<file path="src/rtl/dmactl_pkg.sv">
package dmactl_pkg;
  localparam int BURST_MSB = 8;
  localparam int BURST_LSB = 2;
  localparam int BURST_W   = BURST_MSB - BURST_LSB + 1;
  localparam int BIT_TEST  = 9;
  localparam int BIT_RXBE  = 10;
  localparam int BIT_TXBE  = 11;
  localparam int BIT_WAKE  = 12;
  localparam int BIT_SWINT = 13;
  localparam int BIT_MASK  = 14;
  localparam int BIT_SPEED = 19;
  localparam logic [BURST_W-1:0] BURST_RST = BURST_W'(32 >> BURST_LSB);

  typedef struct packed {
    logic [BURST_W-1:0] burst;
    logic               test;
    logic               rxbe;
    logic               txbe;
    logic               wake;
    logic               swint;
    logic               mask;
    logic               speed;
  } ctl_fields_t;
endpackage

</file>
<file path="src/rtl/dmactl_fields.sv">
module dmactl_fields
  import dmactl_pkg::*;
#(
  parameter int DW = 32
) (
  input  logic          clk,
  input  logic          rst,
  input  logic          speed_hi,
  input  logic          wr_en,
  input  logic [DW-1:0] wr_data,
  input  logic          wake_ack,
  output ctl_fields_t   fields
);
  logic [BURST_W-1:0] wr_burst;
  logic               wr_burst_ok;
  logic               unused_wr;

  assign wr_burst    = wr_data[BURST_MSB:BURST_LSB];
  assign wr_burst_ok = |wr_burst;
  assign unused_wr   = ^{wr_data[DW-1:BIT_MASK+1], wr_data[BURST_LSB-1:0]};

  always_ff @(posedge clk) begin
    if (rst) begin
      fields.burst <= BURST_RST;
      fields.test  <= 1'b0;
      fields.rxbe  <= 1'b0;
      fields.txbe  <= 1'b0;
      fields.wake  <= 1'b1;
      fields.swint <= 1'b0;
      fields.mask  <= 1'b0;
      fields.speed <= speed_hi;
    end else begin
      if (wr_en) begin
        if (wr_burst_ok) fields.burst <= wr_burst;
        fields.test  <= wr_data[BIT_TEST];
        fields.rxbe  <= wr_data[BIT_RXBE];
        fields.txbe  <= wr_data[BIT_TXBE];
        fields.swint <= wr_data[BIT_SWINT];
        fields.mask  <= wr_data[BIT_MASK];
      end
      if (wr_en && wr_data[BIT_WAKE]) fields.wake <= 1'b1;
      else if (wake_ack)              fields.wake <= 1'b0;
    end
  end
endmodule

</file>
<file path="src/rtl/dmactl_poll.sv">
module dmactl_poll #(
  parameter int PW = 16
) (
  input  logic          clk,
  input  logic          rst,
  input  logic [PW-1:0] period,
  input  logic          wake,
  output logic          wake_ack,
  output logic          poll_start
);
  logic [PW-1:0] cnt;
  logic [PW-1:0] reload;
  logic          expire;

  assign reload   = (period == '0) ? '0 : period - PW'(1);
  assign expire   = (cnt == '0);
  assign wake_ack = wake | expire;

  always_ff @(posedge clk) begin
    if (rst) begin
      cnt        <= '0;
      poll_start <= 1'b0;
    end else if (wake_ack) begin
      cnt        <= reload;
      poll_start <= 1'b1;
    end else begin
      cnt        <= cnt - PW'(1);
      poll_start <= 1'b0;
    end
  end
endmodule

</file>
<file path="src/rtl/dmactl_irq.sv">
module dmactl_irq #(
  parameter int NSRC = 4
) (
  input  logic            clk,
  input  logic            rst,
  input  logic [NSRC-1:0] ext_irq,
  input  logic            swint,
  input  logic            mask,
  output logic            irq_out
);
  logic any_src;
  assign any_src = (|ext_irq) | swint;

  always_ff @(posedge clk) begin
    if (rst) irq_out <= 1'b0;
    else     irq_out <= any_src & ~mask;
  end
endmodule

</file>
<file path="src/rtl/dmactl_swap.sv">
module dmactl_swap (
  input  logic clk,
  input  logic rst,
  input  logic xfer_desc,
  input  logic xfer_tx,
  input  logic txbe,
  input  logic rxbe,
  output logic swap_bytes
);
  logic dir_flag;
  assign dir_flag = xfer_tx ? txbe : rxbe;

  always_ff @(posedge clk) begin
    if (rst) swap_bytes <= 1'b0;
    else     swap_bytes <= dir_flag & ~xfer_desc;
  end
endmodule

</file>
<file path="src/rtl/dma_ctl_reg.sv">
module dma_ctl_reg
  import dmactl_pkg::*;
#(
  parameter int DW   = 32,
  parameter int PW   = 16,
  parameter int NSRC = 4
) (
  input  logic            clk,
  input  logic            rst,
  input  logic            speed_hi,
  input  logic            wr_en,
  input  logic [DW-1:0]   wr_data,
  input  logic [PW-1:0]   poll_period,
  input  logic [NSRC-1:0] ext_irq,
  input  logic            xfer_desc,
  input  logic            xfer_tx,
  output logic [DW-1:0]   rd_data,
  output logic            poll_start,
  output logic            irq_out,
  output logic            swap_bytes,
  output logic            test_mode,
  output logic            clk_div_sel
);
  ctl_fields_t fields;
  logic        wake_ack;

  dmactl_fields #(.DW(DW)) u_fields (
    .clk(clk), .rst(rst), .speed_hi(speed_hi), .wr_en(wr_en),
    .wr_data(wr_data), .wake_ack(wake_ack), .fields(fields)
  );

  dmactl_poll #(.PW(PW)) u_poll (
    .clk(clk), .rst(rst), .period(poll_period), .wake(fields.wake),
    .wake_ack(wake_ack), .poll_start(poll_start)
  );

  dmactl_irq #(.NSRC(NSRC)) u_irq (
    .clk(clk), .rst(rst), .ext_irq(ext_irq), .swint(fields.swint),
    .mask(fields.mask), .irq_out(irq_out)
  );

  dmactl_swap u_swap (
    .clk(clk), .rst(rst), .xfer_desc(xfer_desc), .xfer_tx(xfer_tx),
    .txbe(fields.txbe), .rxbe(fields.rxbe), .swap_bytes(swap_bytes)
  );

  always_comb begin
    rd_data = '0;
    rd_data[BURST_MSB:BURST_LSB] = fields.burst;
    rd_data[BIT_TEST]  = fields.test;
    rd_data[BIT_RXBE]  = fields.rxbe;
    rd_data[BIT_TXBE]  = fields.txbe;
    rd_data[BIT_WAKE]  = fields.wake;
    rd_data[BIT_SWINT] = fields.swint;
    rd_data[BIT_MASK]  = fields.mask;
    rd_data[BIT_SPEED] = fields.speed;
  end

  assign test_mode   = fields.test;
  assign clk_div_sel = fields.speed;
endmodule

</file>
<file path="config.mk">
export PLATFORM = sky130hd
export DESIGN_NAME = dma_ctl_reg
export DESIGN_NICKNAME = d
export VERILOG_FILES = /design/src/rtl/dmactl_pkg.sv /design/src/rtl/dmactl_fields.sv /design/src/rtl/dmactl_poll.sv /design/src/rtl/dmactl_irq.sv /design/src/rtl/dmactl_swap.sv /design/src/rtl/dma_ctl_reg.sv
export SDC_FILE = /design/constraint.sdc
export NUM_CORES = 1
export LEC_CHECK = 0
export BUFFER_PORTS_ARGS = -buffer_cell sky130_fd_sc_hd__buf_4
export CAP_MARGIN = 10
export CORE_MARGIN = 4
export CORE_UTILIZATION = 48
export CTS_BUF_LIST = sky130_fd_sc_hd__clkbuf_8
export DETAILED_ROUTE_END_ITERATION = 16
export PLACE_DENSITY_LB_ADDON = 0.12
export SLEW_MARGIN = 20
export SYNTH_ARGS = -nofsm -noshare
export SYNTH_HDL_FRONTEND = slang
export SYNTH_HIERARCHICAL = 1
export SYNTH_SLANG_ARGS = --single-unit
</file>
<file path="constraint.sdc">
create_clock -name clk -period 2.7 [get_ports clk]
set_clock_uncertainty 0.1 [all_clocks]
set_input_delay 0.54 -clock clk [delete_from_list [all_inputs] [get_ports clk]]
set_output_delay 0.54 -clock clk [all_outputs]
set_load 0.01 [all_outputs]
</file>
; Yosys cells after proc, flatten, opt, wreduce, memory -nomap -nowiden
; Cells that the tools add are included.
[totals]
ff_bits = 33
inputBits = 58
output_inout_bits = 37
word_cells = 31
[op_classes]
add_sub_neg = 2
muxes = 4
n_bitwise = 6
reduce_logical = 7
[op_table]
columns = operator, n
row1 = logical NOT 16 bit, 2
row2 = 2-to-1 mux 16 bit, 2
row3 = subtractor 16 x 1 -> 16 bit (second input constant), 2
row4 = OR reduction 7 bit, 1
row5 = OR reduction 4 bit, 1
row6 = AND 1 bit, 2
row7 = 2-to-1 mux 1 bit, 2
row8 = NOT 1 bit, 2
row9 = bitwise OR 1 bit, 2
row10 = AND reduction 2 bit, 1
row11 = OR reduction 2 bit, 1
row12 = logical AND 1 bit, 1

; Depth between registers and ports, before layout
; Gate-level depths: netlist (run 1).
[depth]
ltp_word = 3
mapped_depth = 8
depth_no_buf = 8

; Hierarchy
; The synthesis (run 1) kept the hierarchy.
[modules_own_cells]
columns = module, instances, cells_each, area_each_um2, seq_area_each_um2
row1 = dmactl_poll, 1, 143, 1178.6, 340.3
row2 = dmactl_fields, 1, 55, 581.8, 290.3
row3 = dma_ctl_reg, 1, 21, 153.9, 0.0
row4 = dmactl_swap, 1, 3, 40.0, 20.0
row5 = dmactl_irq, 1, 4, 36.3, 20.0

; Worst setup path before layout (run 1)
; Ideal clock, no wire load.
[synth_timing]
path_type = input-to-reg
startpoint = in poll_period[0]
endpoint = reg u_poll.cnt[14]
t_arrival_ps = 1875
setup_slack_ps = 599
path_stages = 7
path_buffers = 0
path_cell_list = inv_1 > ha_1 > nor4b_2 > nand2_1 > nor3b_1 > mux2i_1 > o22ai_1
[synth_via]
elab_chain_cells = 3
[synth_rtl]
columns = item, line_no
row1 = from (decl), dma_ctl_reg.sv:13  ; input logic [PW-1:0] poll_period,
row2 = subtractor 16 x 1 -> 16 bit / logical NOT 16 bit (equally long branches), dmactl_poll.sv:15  ; assign reload = (period == '0) ? '0 : period - PW'(1);
row3 = 2-to-1 mux 16 bit *, dmactl_poll.sv:15
row4 = 2-to-1 mux 16 bit *, dmactl_poll.sv:23  ; end else if (wake_ack) begin
row5 = to (signal assigned), dmactl_poll.sv:24  ; cnt <= reload;
row6 = to (signal assigned), dmactl_poll.sv:27  ; cnt <= cnt - PW'(1);
row7 = to (decl), dmactl_poll.sv:11  ; logic [PW-1:0] cnt;
; Mark *: on every way between the ends. The rest lies on a longest branch, timed or not.
; A chain may end at the register's enable or synchronous reset.

; Final worst setup path (run 1)
[layout_timing]
startpoint = reg u_poll.cnt[7]
endpoint = reg u_poll.cnt[11]
[layout_via]
elab_chain_cells = 3
[layout_rtl]
columns = item, line_no
row1 = "parallel branches: the longest is 2 deep, another holds subtractor 16 x 1 -> 16 bit", --
row2 = 2-to-1 mux 16 bit *, dmactl_poll.sv:23
; Mark *: on every way between the ends.

==> results of run 1 <==
[cell usage after synthesis (2+ instances only)]
master | count | area (µm²)
a211oi_1 | 6 | 45.04
a21oi_1 | 15 | 75.07
a311oi_1 | 2 | 17.52
buf_2 | 2 | 10.01
buf_4 | 20 | 150.1
clkbuf_1 | 2 | 7.510
dfxtp_1 | 32 | 640.6
ha_1 | 2 | 25.02
inv_1 | 8 | 30.03
mux2i_1 | 17 | 170.2
nand2_1 | 11 | 41.29
nand2b_1 | 4 | 25.02
nand3_1 | 13 | 65.06
nand3b_1 | 2 | 15.01
nor2_1 | 19 | 71.32
nor2b_1 | 2 | 12.51
nor3_1 | 14 | 70.07
nor3b_1 | 2 | 15.01
nor4_1 | 2 | 12.51
nor4_4 | 2 | 42.54
o22ai_1 | 6 | 37.54
or3_1 | 2 | 12.51
or4_4 | 2 | 22.52
xnor2_1 | 9 | 78.83
xor2_1 | 9 | 78.83
[power by group through the flow]
stage	registers (mW)	clock network (mW)	logic (mW)
final	0.564	0.357	0.315
after global routing	0.570	0.388	0.347
after floorplan	0.576	0	0.203
after CTS	0.564	0.372	0.316
after detailed placement	0.574	0	0.314
after global placement	0.573	0	0.313
[registers in the layout, indices dropped and copies added, names as in the netlist]
| register | cells |
|---|---|
| u_irq/irq_out | 1 |
| u_swap/swap_bytes | 1 |
| u_fields/fields | 14 |
| u_poll/cnt | 16 |
| u_poll/poll_start | 1 |
[logic make-up after synthesis]
logic type / after synthesis / share of synthesized area (%)
and+or+nand+nor: 85 / 25.52
AOI/OAI and AO/OA: 37 / 12.38
DFF: 33 / 33.69
buffers and inverters: 33 / 10.50
xor gates and xnor gates: 18 / 7.920
muxes: 17 / 8.548
adders and majority gates: 2 / 1.257
other: 1 / 0.1884
[cell usage in the layout, fill, tap and decap left out, drive strengths merged, types with 3 or more instances in the layout]
master and instances:
dfxtp 32, xnor2 9, o22ai 7, nand2b 5, buf 62, nand2 11, a211oi 6, mux2i 17
inv 8, nand3 13, or4 3, clkbuf 5, xor2 9, nor4 4, conb 18, a21oi 15
nor3 16, or3 3, nor2 20
[through the flow]
step                total power, mW  hold WS (ns)  cells
finish                        1.236        0.3100    338
global route                  1.305        0.3097    338
CTS                           1.251        0.3052    338
detailed placement           0.8886        0.3550    330
global placement             0.8857        0.3503    330
floorplan                    0.7792        0.3779    243
[metal layers]
metal  GRT usage [%]  vias to the layer above
met2           26.79                       43
met5               0                        -
li1                -                      892
met3           5.402                        6
met4           5.123                        0
met1           22.00                      732
[worst max-delay path by stage]
stage | start | slack (ns) | cells after the start | end
after global routing | u_poll/cnt[7] | 0.28 | 6 | u_poll/cnt[11]
after detailed placement | u_poll/cnt[7] | 0.38 | 6 | u_poll/cnt[11]
after CTS | u_poll/cnt[7] | 0.36 | 6 | u_poll/cnt[11]
after global placement | u_poll/cnt[7] | 0.40 | 6 | u_poll/cnt[11]
after floorplan | poll_period[0] | 0.60 | 7 | u_poll/cnt[14]
final | u_poll/cnt[7] | 0.35 | 6 | u_poll/cnt[11]
[critical path, cell delays in order (launching register included)]
cell and delay, ns:
dfxtp_1 0.36, or4_4 0.59, nor4_4 0.24, a31oi_2 0.23, buf_4 0.23, or3_4 0.38
o22ai_2 0.16
[area by class of cell]
| cell class | instances | area [µm²] | share of cell area, % |
|---|---|---|---|
| clock buffers | 5 | 68.82 | 2.764 |
| clock inverters | 3 | 17.52 | 0.7035 |
| inverters | 8 | 30.03 | 1.206 |
| multi-input cells | 177 | 1175 | 47.19 |
| flip-flops and latches | 33 | 670.6 | 26.93 |
| well taps | 50 | 62.56 | 2.513 |
| repair buffers | 62 | 465.4 | 18.69 |
==> run_results.csv, run 1 <==
group,metric,value,unit
placement,dpl_cell_area,2404,µm²
pwr,clkPwrFrac,28.9,%
grt,antenna_found_initial,0,
clock_tree,ctsHoldBuffers,0,
finish,drive_gt1_share,28.47,%
route,vias_per_cell,4.950,
timing,final_max_slew_viol_count,0,
clock_tree,cts-root-buf,"clkbuf_8",
grt,grt.total_usage,16.91,%
timing,tightest_slew,0.6193,ns
floorplanning,core,4000,µm²
worst_setup_path,worst_setup_path_end_kind,"flip-flop",
worst_setup_path,worstPathMaxFanout,11,
logic_synthesis,avgSynthCellArea,8.808,µm²
logic_synthesis,ys_seq_area_share,33.69,%
clock_tree,clock_latency,0.28,ns
worst_setup_path,cp-start-kind,"flip-flop",
grt,grt_first_pass_wirelength,7044,µm
placement,gp_congestion,0.8623,
logic_synthesis,yosys_warnings,6,
worst_setup_path,critical_path_class,"flip-flop to flip-flop",
min_path,hold_class,"input pin to flip-flop",
floorplanning,num_io_pins,95,
pwr,p_per_area,496.5,nW/µm²
clock_tree,post_cts_resized,0,
clock_tree,cts_buffers,5,
logic_synthesis,syn_area,1991,µm²
logic_synthesis,synth.distinct_cells,46,
route,drtIter0Drc,71,
timing,rsz0062_at_grt,"false",
floorplanning,die_w,72.40,µm
clock_tree,cts.clk_slew.worst_paths,0.07,ns
route,routed.top_layer,"met4",
pwr,sw_frac_of_total,30.05,%
route,drc,0,
min_path,min_path_cells,2,
placement,place_ws,0.3759,ns
worst_setup_path,required,2.81,ns
route,first_pass_iters,4,
floorplanning,dieArea,5242,µm²
worst_setup_path,r2r_cells,6,
clock_tree,htreeDepth,2,
timing,fin_ws,0.3461,ns
worst_setup_path,rr_endpoint,"u_poll/cnt[11]",
logic_synthesis,ys.flop_type,"dfxtp_1",
worst_setup_path,r2r_setup_slack,0.35,ns
finish,synthToLayoutAreaGrowth,25.08,%
logic_synthesis,ys_ff_latch,33,
route,wl_met3,297,µm
route,wl_per_cell,13.06,µm
finish,postLayoutCoreUtil,62.25,%
finish,final_nets,347,
clock_tree,postCtsSetupRepairBufs,0,
pwr,irDropWorstVdd,0.3631,mV
clock_tree,cts_tree,"done",
route,met2WireLength,2083,µm
clock_tree,numClockSinks,33,
logic_synthesis,synth-edff-count,1,
placement,hpwl,3540,µm
route,routed_wl,4414,µm
timing,finalHoldViolCount,0,
timing,setup-violations-final,0,
route,detail-route-antenna-nets,0,
route,drt-met1-wl,1984,µm
placement,port_buffers,57,
pwr,p_leak,1.087,nW
min_path,worstHoldStart,"xfer_desc",
logic_synthesis,syn_inst,226,
timing,period_share,87.18,%
finish,final_cell_area,2490,µm²
timing,clock.fmax,424.8,MHz
pwr,total_switching_power,371.5,µW
finish,diodes,0,
grt,grt_overflow,0,
timing,layout_min_cycle_time,2.354,ns
timing,relSlewSlack,58.40,%
clock_tree,clockBufferDepth,2,
pwr,comb_power_share,25.5,%
floorplanning,die_y,72.40,µm
route,route.vias.total,1673,
worst_setup_path,critPathArrivalTime,2.47,ns
job,maxCapViolCount,0,
grt,grt_max_degree,29,
pwr,internal_power,864.7,µW
finish,nFillCells,373,
floorplanning,placementRows,23,
floorplanning,initial_core_util,49.77,%
timing,setup_tns,0,ns
worst_setup_path,r2r_start,"u_poll/cnt[7]",
logic_synthesis,synthArstFlopShare,0,%
outcome,status,"complete, no violations",
pwr,p_seq_share,45.6,%
grt,grt_pass1_vias,1572,
min_path,hold-path-endpoint,"u_swap/swap_bytes",
Note: power is estimated with default switching activity, not from simulation.
==> run 2: changes to the inputs <==
==> constraint.sdc (replaced) <==
create_clock -name clk -period 2.4 [get_ports clk]
set_clock_uncertainty 0.1 [all_clocks]
set_input_delay 0.48 -clock clk [delete_from_list [all_inputs] [get_ports clk]]
set_output_delay 0.48 -clock clk [all_outputs]
set_load 0.01 [all_outputs]
==> run 2 against run 1 <==
Global-route usage grew 0.32 points. Final area up 2.1%. First-iteration DRC count is 1.4% lower. Combinational power up 15%. Die area unchanged. Core utilization is 1.3 points higher. Fmax up 6.7%. Clock power grew 47%.
==> run_results.csv, run 2 (synthesis gave the netlist of run 1 again) <==
group,metric,value,unit
pwr,irDropWorstVdd,0.2972,mV
grt,antenna_found_initial,0,
worst_setup_path,worst_setup_path_end_kind,"flip-flop",
grt,grt_pass1_vias,1605,
timing,fin_ws,0.1948,ns
grt,grt.total_usage,17.23,%
grt,use_met2,29.52,%
floorplanning,num_io_pins,95,
route,first_pass_iters,4,
route,wl_per_cell,13.04,µm
pwr,p_leak,1.121,nW
clock_tree,post_cts_resized,0,
timing,finalHoldViolCount,0,
finish,postLayoutCoreUtil,63.56,%
worst_setup_path,critical_path_class,"flip-flop to flip-flop",
grt,use_met1,20.95,%
floorplanning,initial_core_util,49.77,%
finish,drive_gt1_share,28.87,%
finish,multi_input_area,1175,µm²
worst_setup_path,cp-start-kind,"flip-flop",
worst_setup_path,worstPathMaxFanout,7,
timing,period_share,91.88,%
clock_tree,clockBufferDepth,2,
timing,layout_min_cycle_time,2.205,ns
timing,tightest_slew,0.5223,ns
grt,grt-busiest-layer,"met2",
floorplanning,placementRows,23,
finish,synthToLayoutAreaGrowth,27.72,%
worst_setup_path,cp_top_family,"simple AND/OR/NAND/NOR gates",
worst_setup_path,critPathMaxStageDelay,0.59,ns
outcome,status,"complete, no violations",
finish,final_cell_area,2542,µm²
finish,largest_reg_flops,16,
timing,rsz0062_at_grt,"false",
route,route.vias.total,1740,
timing,final_max_slew_viol_count,0,
floorplanning,die_y,72.40,µm
timing,setup_tns,0,ns
worst_setup_path,cp.buffers_inverters,1,
clock_tree,cts.clk_slew.worst_paths,0.06,ns
route,drc,0,
clock_tree,numClockSinks,33,
timing,relSlewSlack,64.86,%
clock_tree,cts_tree,"done",
route,routed_wl,4447,µm
grt,met3_usage,4.432,%
finish,top_regs,"u_poll/cnt x16, u_fields/fields x14",
clock_tree,ctsHoldBuffers,0,
worst_setup_path,required,2.50,ns
clock_tree,postCtsSetupRepairBufs,0,
grt,grt_max_degree,29,
placement,gp_congestion,0.8304,
clock_tree,clock_latency,0.27,ns
route,drtIter0Drc,70,
route,vias_per_cell,5.103,
finish,top_register,"u_poll/cnt",
timing,clock.fmax,453.5,MHz
placement,place_ws,0.2018,ns
job,maxCapViolCount,0,
clock_tree,htreeDepth,2,
min_path,hold_class,"input pin to flip-flop",
finish,nFillCells,366,
finish,final_nets,350,
floorplanning,core,4000,µm²
grt,grt_overflow,0,
finish,diodes,0,
clock_tree,cts_buffers,5,
route,detail-route-antenna-nets,0,
timing,hold_ws,0.2604,ns
placement,port_buffers,57,
timing,setup-violations-final,0,
pwr,p_per_area,598.0,nW/µm²
grt,grt_first_pass_wirelength,7182,µm
floorplanning,dieArea,5242,µm²
placement,dpl_cell_area,2426,µm²
finish,seqCellArea,670.6,µm²
worst_setup_path,critPathArrivalTime,2.31,ns
clock_tree,cts-root-buf,"clkbuf_8",
floorplanning,die_w,72.40,µm
worst_setup_path,slowest_stage,"or4_4",
finish,layout_commonest_cell,"buf_4",
worst_setup_path,cp_cell_sequence,"or4_4, nor4_4, a31oi_2, buf_4, or3_1, a21oi_1",
finish,most-common-layout-cells,"buf_4 (65), dfxtp_1 (32), nor2_1 (19), conb_1 (18), mux2i_1 (17)",
placement,hpwl,3490,µm
## run 2: power breakdown
| group | leakage, nW | switching, mW | internal, mW |
|---|---|---|---|
| registers | 0.275 | 0.0382 | 0.596 |
| clock network | 0.0626 | 0.190 | 0.334 |
| logic | 0.783 | 0.179 | 0.183 |
## run 2: path summary, 6_finish.rpt
check	startpoint	to	slack, ns	cells after the start
worst max-delay path	u_poll/cnt[7]	u_poll/cnt[1]	0.19	6
worst min register to register	u_fields/fields[10]	u_fields/fields[10]	0.36	2
worst min-delay path	xfer_desc	u_swap/swap_bytes	0.26	2
worst max register to register	u_poll/cnt[7]	u_poll/cnt[1]	0.19	6
## run 2: through the flow
stage,instances,power (mW)
after floorplan,243,0.8766
after global placement,333,1.002
after detailed placement,333,1.006
after CTS,341,1.539
after global routing,341,1.599
final,341,1.520
## run 2: layer usage
metal | vias up | wire, µm
met5 | - | 0
met3 | 6 | 291
met2 | 51 | 2180
met4 | 0 | 45
li1 | 897 | -
met1 | 786 | 1930
## run 2: cell type report
type	count	area share (%)
Clock inverter	2	1.329
Clock buffer	6	3.248
Tap cell	50	2.461
Timing Repair Buffer	65	19.19
Sequential cell	33	26.38
Multi-Input combinational cell	177	46.21
Inverter	8	1.181
==> run 3: changes to the inputs <==
--- a/config.mk
+++ b/config.mk
@@ -15,5 +15,4 @@
 export SLEW_MARGIN = 20
 export SYNTH_ARGS = -nofsm -noshare
 export SYNTH_HDL_FRONTEND = slang
-export SYNTH_HIERARCHICAL = 1
 export SYNTH_SLANG_ARGS = --single-unit
==> run 3 against run 2 <==
Combinational power is 9.4% lower. Power decreased by 11%. Count of clock-buffer cells in the layout fell by 1. Global-route usage fell by 0.90 points. Worst hold slack got worse by 0.0073 ns. Area after synthesis decreased by 1.8%. Clock power decreased by 23%. Sequential power fell by 1%. Die area fell by 1.6%.
==> run_results.csv, run 3 <==
group,metric,value,unit
logic_synthesis,avgSynthCellArea,8.424,µm²
route,drc,0,
grt,met3_usage,4.348,%
clock_tree,htreeDepth,2,
timing,final_max_slew_viol_count,0,
route,routed_wl,4248,µm
clock_tree,cts_tree,"done",
finish,final_cell_area,2427,µm²
finish,top_register,"u_poll.cnt",
pwr,comb_power_share,24.1,%
placement,port_buffers,57,
route,first_pass_iters,4,
logic_synthesis,syn_inst,232,
grt,grt.total_usage,16.33,%
placement,dpl_cell_area,2335,µm²
grt,grt_max_degree,29,
clock_tree,clock_latency,0.28,ns
timing,layout_min_cycle_time,2.203,ns
finish,final_nets,347,
pwr,p_per_area,560.0,nW/µm²
job,maxCapViolCount,0,
placement,hpwl,3314,µm
floorplanning,dieArea,5157,µm²
finish,largest_reg_flops,16,
floorplanning,initial_core_util,51.45,%
grt,use_met1,21.24,%
finish,postLayoutCoreUtil,63.90,%
worst_setup_path,cp_top_family,"simple AND/OR/NAND/NOR gates",
finish,drive_gt1_share,27.78,%
timing,hold_ws,0.2530,ns
worst_setup_path,cp.buffers_inverters,2,
logic_synthesis,yosysTopAreaCellShare,32.78,%
clock_tree,cts_buffers,5,
logic_synthesis,synth.distinct_cells,46,
floorplanning,placementRows,22,
timing,rsz0062_at_grt,"false",
pwr,power.total,1.359,mW
clock_tree,numClockSinks,33,
route,vias_per_cell,5.143,
worst_setup_path,slowest_stage,"or4b_4",
logic_synthesis,yosys.area.top_type,"dfxtp_1",
timing,period_share,91.78,%
min_path,hold_class,"input pin to flip-flop",
grt,grt-busiest-layer,"met2",
grt,use_met2,26.63,%
finish,most-common-layout-cells,"buf_4 (63), dfxtp_1 (32), nand2_1 (26), nor2_1 (21), conb_1 (18)",
route,detail-route-antenna-nets,0,
pwr,total_switching_power,406.3,µW
logic_synthesis,synth_commonest_cells,"dfxtp_1 (32), nand2_1 (26), buf_4 (25)",
timing,setup_tns,0,ns
placement,gp_congestion,0.8293,
worst_setup_path,critPathArrivalTime,2.32,ns
grt,antenna_found_initial,0,
worst_setup_path,critPathMaxStageDelay,0.54,ns
timing,setup-violations-final,0,
logic_synthesis,synthTopCellsByArea,"dfxtp_1 (33%), buf_4 (9.6%), mux2i_1 (5.1%), nand2_1 (5.0%), a21oi_1 (4.1%)",
logic_synthesis,synthArstFlopShare,0,%
pwr,irDropWorstVdd,0.5791,mV
finish,layout_commonest_cell,"buf_4",
logic_synthesis,ys.flop_type,"dfxtp_1",
finish,top_regs,"u_poll.cnt x16, u_fields.fields x14",
timing,finalHoldViolCount,0,
route,route.vias.total,1728,
floorplanning,num_io_pins,95,
worst_setup_path,required,2.52,ns
worst_setup_path,cp-start-kind,"flip-flop",
pwr,sw_frac_of_total,29.89,%
worst_setup_path,cpMostUsedCell,"inv_1",
floorplanning,die_y,71.81,µm
clock_tree,cts.clk_slew.worst_paths,0.07,ns
logic_synthesis,syn_area,1954,µm²
logic_synthesis,synth.most_common_cell,"dfxtp_1",
floorplanning,die_w,71.81,µm
grt,grt_pass1_vias,1556,
pwr,p_seq_share,46.1,%
clock_tree,clockBufferDepth,2,
worst_setup_path,worst_setup_path_end_kind,"flip-flop",
grt,grt_first_pass_wirelength,6810,µm
finish,nFillCells,336,
logic_synthesis,ys_ff_latch,33,
pwr,clkPwrFrac,29.8,%
worst_setup_path,worstPathMaxFanout,7,
pwr,p_leak,1.054,nW
logic_synthesis,yosys_warnings,0,
clock_tree,ctsHoldBuffers,0,
finish,diodes,0,
pwr,internal_power,953.1,µW
floorplanning,core,3799,µm²
route,wl_per_cell,12.64,µm
logic_synthesis,synth-edff-count,1,
worst_setup_path,critical_path_class,"flip-flop to flip-flop",
route,drtIter0Drc,78,
finish,synthToLayoutAreaGrowth,24.20,%
timing,clock.fmax,454.0,MHz
clock_tree,cts-root-buf,"clkbuf_8",
outcome,status,"complete, no violations",
grt,grt_overflow,0,
logic_synthesis,ys_seq_area_share,34.31,%
worst_setup_path,cp_cell_sequence,"inv_1, ha_1, or4b_4, nor3_4, a21o_2, nand2b_1, inv_1, o2bb2ai_1",
run 3: cell count changes in the layout (fill, tap and decap cells not counted), moves of 4 or more:
cell / previous run / this run
or4_1: 1 / 5
mux2i_1: 17 / 10
nor3_1: 14 / 10
inv_1: 9 / 5
nand3_1: 13 / 5
nand2_1: 11 / 26
run 3: timing repair:
action                                  in CTS  in global routing
setup buffers                                0                  0
hold endpoints to repair                     0                  0
endpoints found under the setup margin       0                  7
resized for setup                            0                  1
run 3: metrics by stage:
step | setup WS, ns | cells
after detailed placement | 0.1258 | 328
after CTS | 0.1058 | 336
after floorplan | 0.3386 | 249
after global routing | 0.02429 | 336
after global placement | 0.1709 | 328
final | 0.1974 | 336
run 3: cell families (layout without fill, tap and decap cells):
logic type / Yosys count / count (layout) / share of synthesized area (%)
buf+inv: 37 / 76 / 12.04
mux: 10 / 10 / 5.122
fa+ha+maj: 2 / 2 / 1.280
simple gates: 90 / 90 / 24.71
compound gates: 43 / 43 / 15.17
other cells: 1 / 18 / 0.1919
xor+xnor: 16 / 16 / 7.171
flops: 33 / 33 / 34.31
run 3: final timing paths:
| path | start | to | slack (ns) | depth (start not counted) |
|---|---|---|---|---|
| worst min register to register | u_fields.fields[1] | u_irq.irq_out | 0.35 | 1 |
| worst min-delay path | xfer_desc | u_swap.swap_bytes | 0.25 | 2 |
| worst max register to register | u_poll.cnt[0] | u_poll.cnt[11] | 0.20 | 8 |
| worst max-delay path | u_poll.cnt[0] | u_poll.cnt[11] | 0.20 | 8 |
run 3: power by group through the flow:
stage	registers, mW	logic (mW)	clock network, mW
floorplan	0.638	0.222	0
global placement	0.637	0.322	0
detailed placement	0.638	0.324	0
CTS	0.626	0.327	0.408
global route	0.633	0.364	0.437
finish	0.627	0.328	0.405
run 3: layout make-up:
class / count / area [µm²] / area share [%]
Multi-Input combinational cell: 179 / 1120 / 46.13
Timing Repair Buffer: 63 / 473.0 / 19.48
Tap cell: 48 / 60.06 / 2.474
Clock inverter: 3 / 16.27 / 0.6701
Sequential cell: 33 / 670.6 / 27.63
Inverter: 5 / 18.77 / 0.7732
Clock buffer: 5 / 68.82 / 2.835
run 3: routing by layer:
metal  vias to the layer above  wire, µm
li1                        892         -
met1                       781      1894
met2                        50      2016
met3                         5       295
met4                         0        41
met5                         -         0
run 3: worst reg2reg max path, cell delays in order (launching register included):
cell and delay [ns]:
dfxtp_1 0.32, inv_1 0.07, ha_1 0.21, or4b_4 0.54, nor3_4 0.25, a21o_2 0.26
nand2b_1 0.17, inv_1 0.11, o2bb2ai_1 0.10
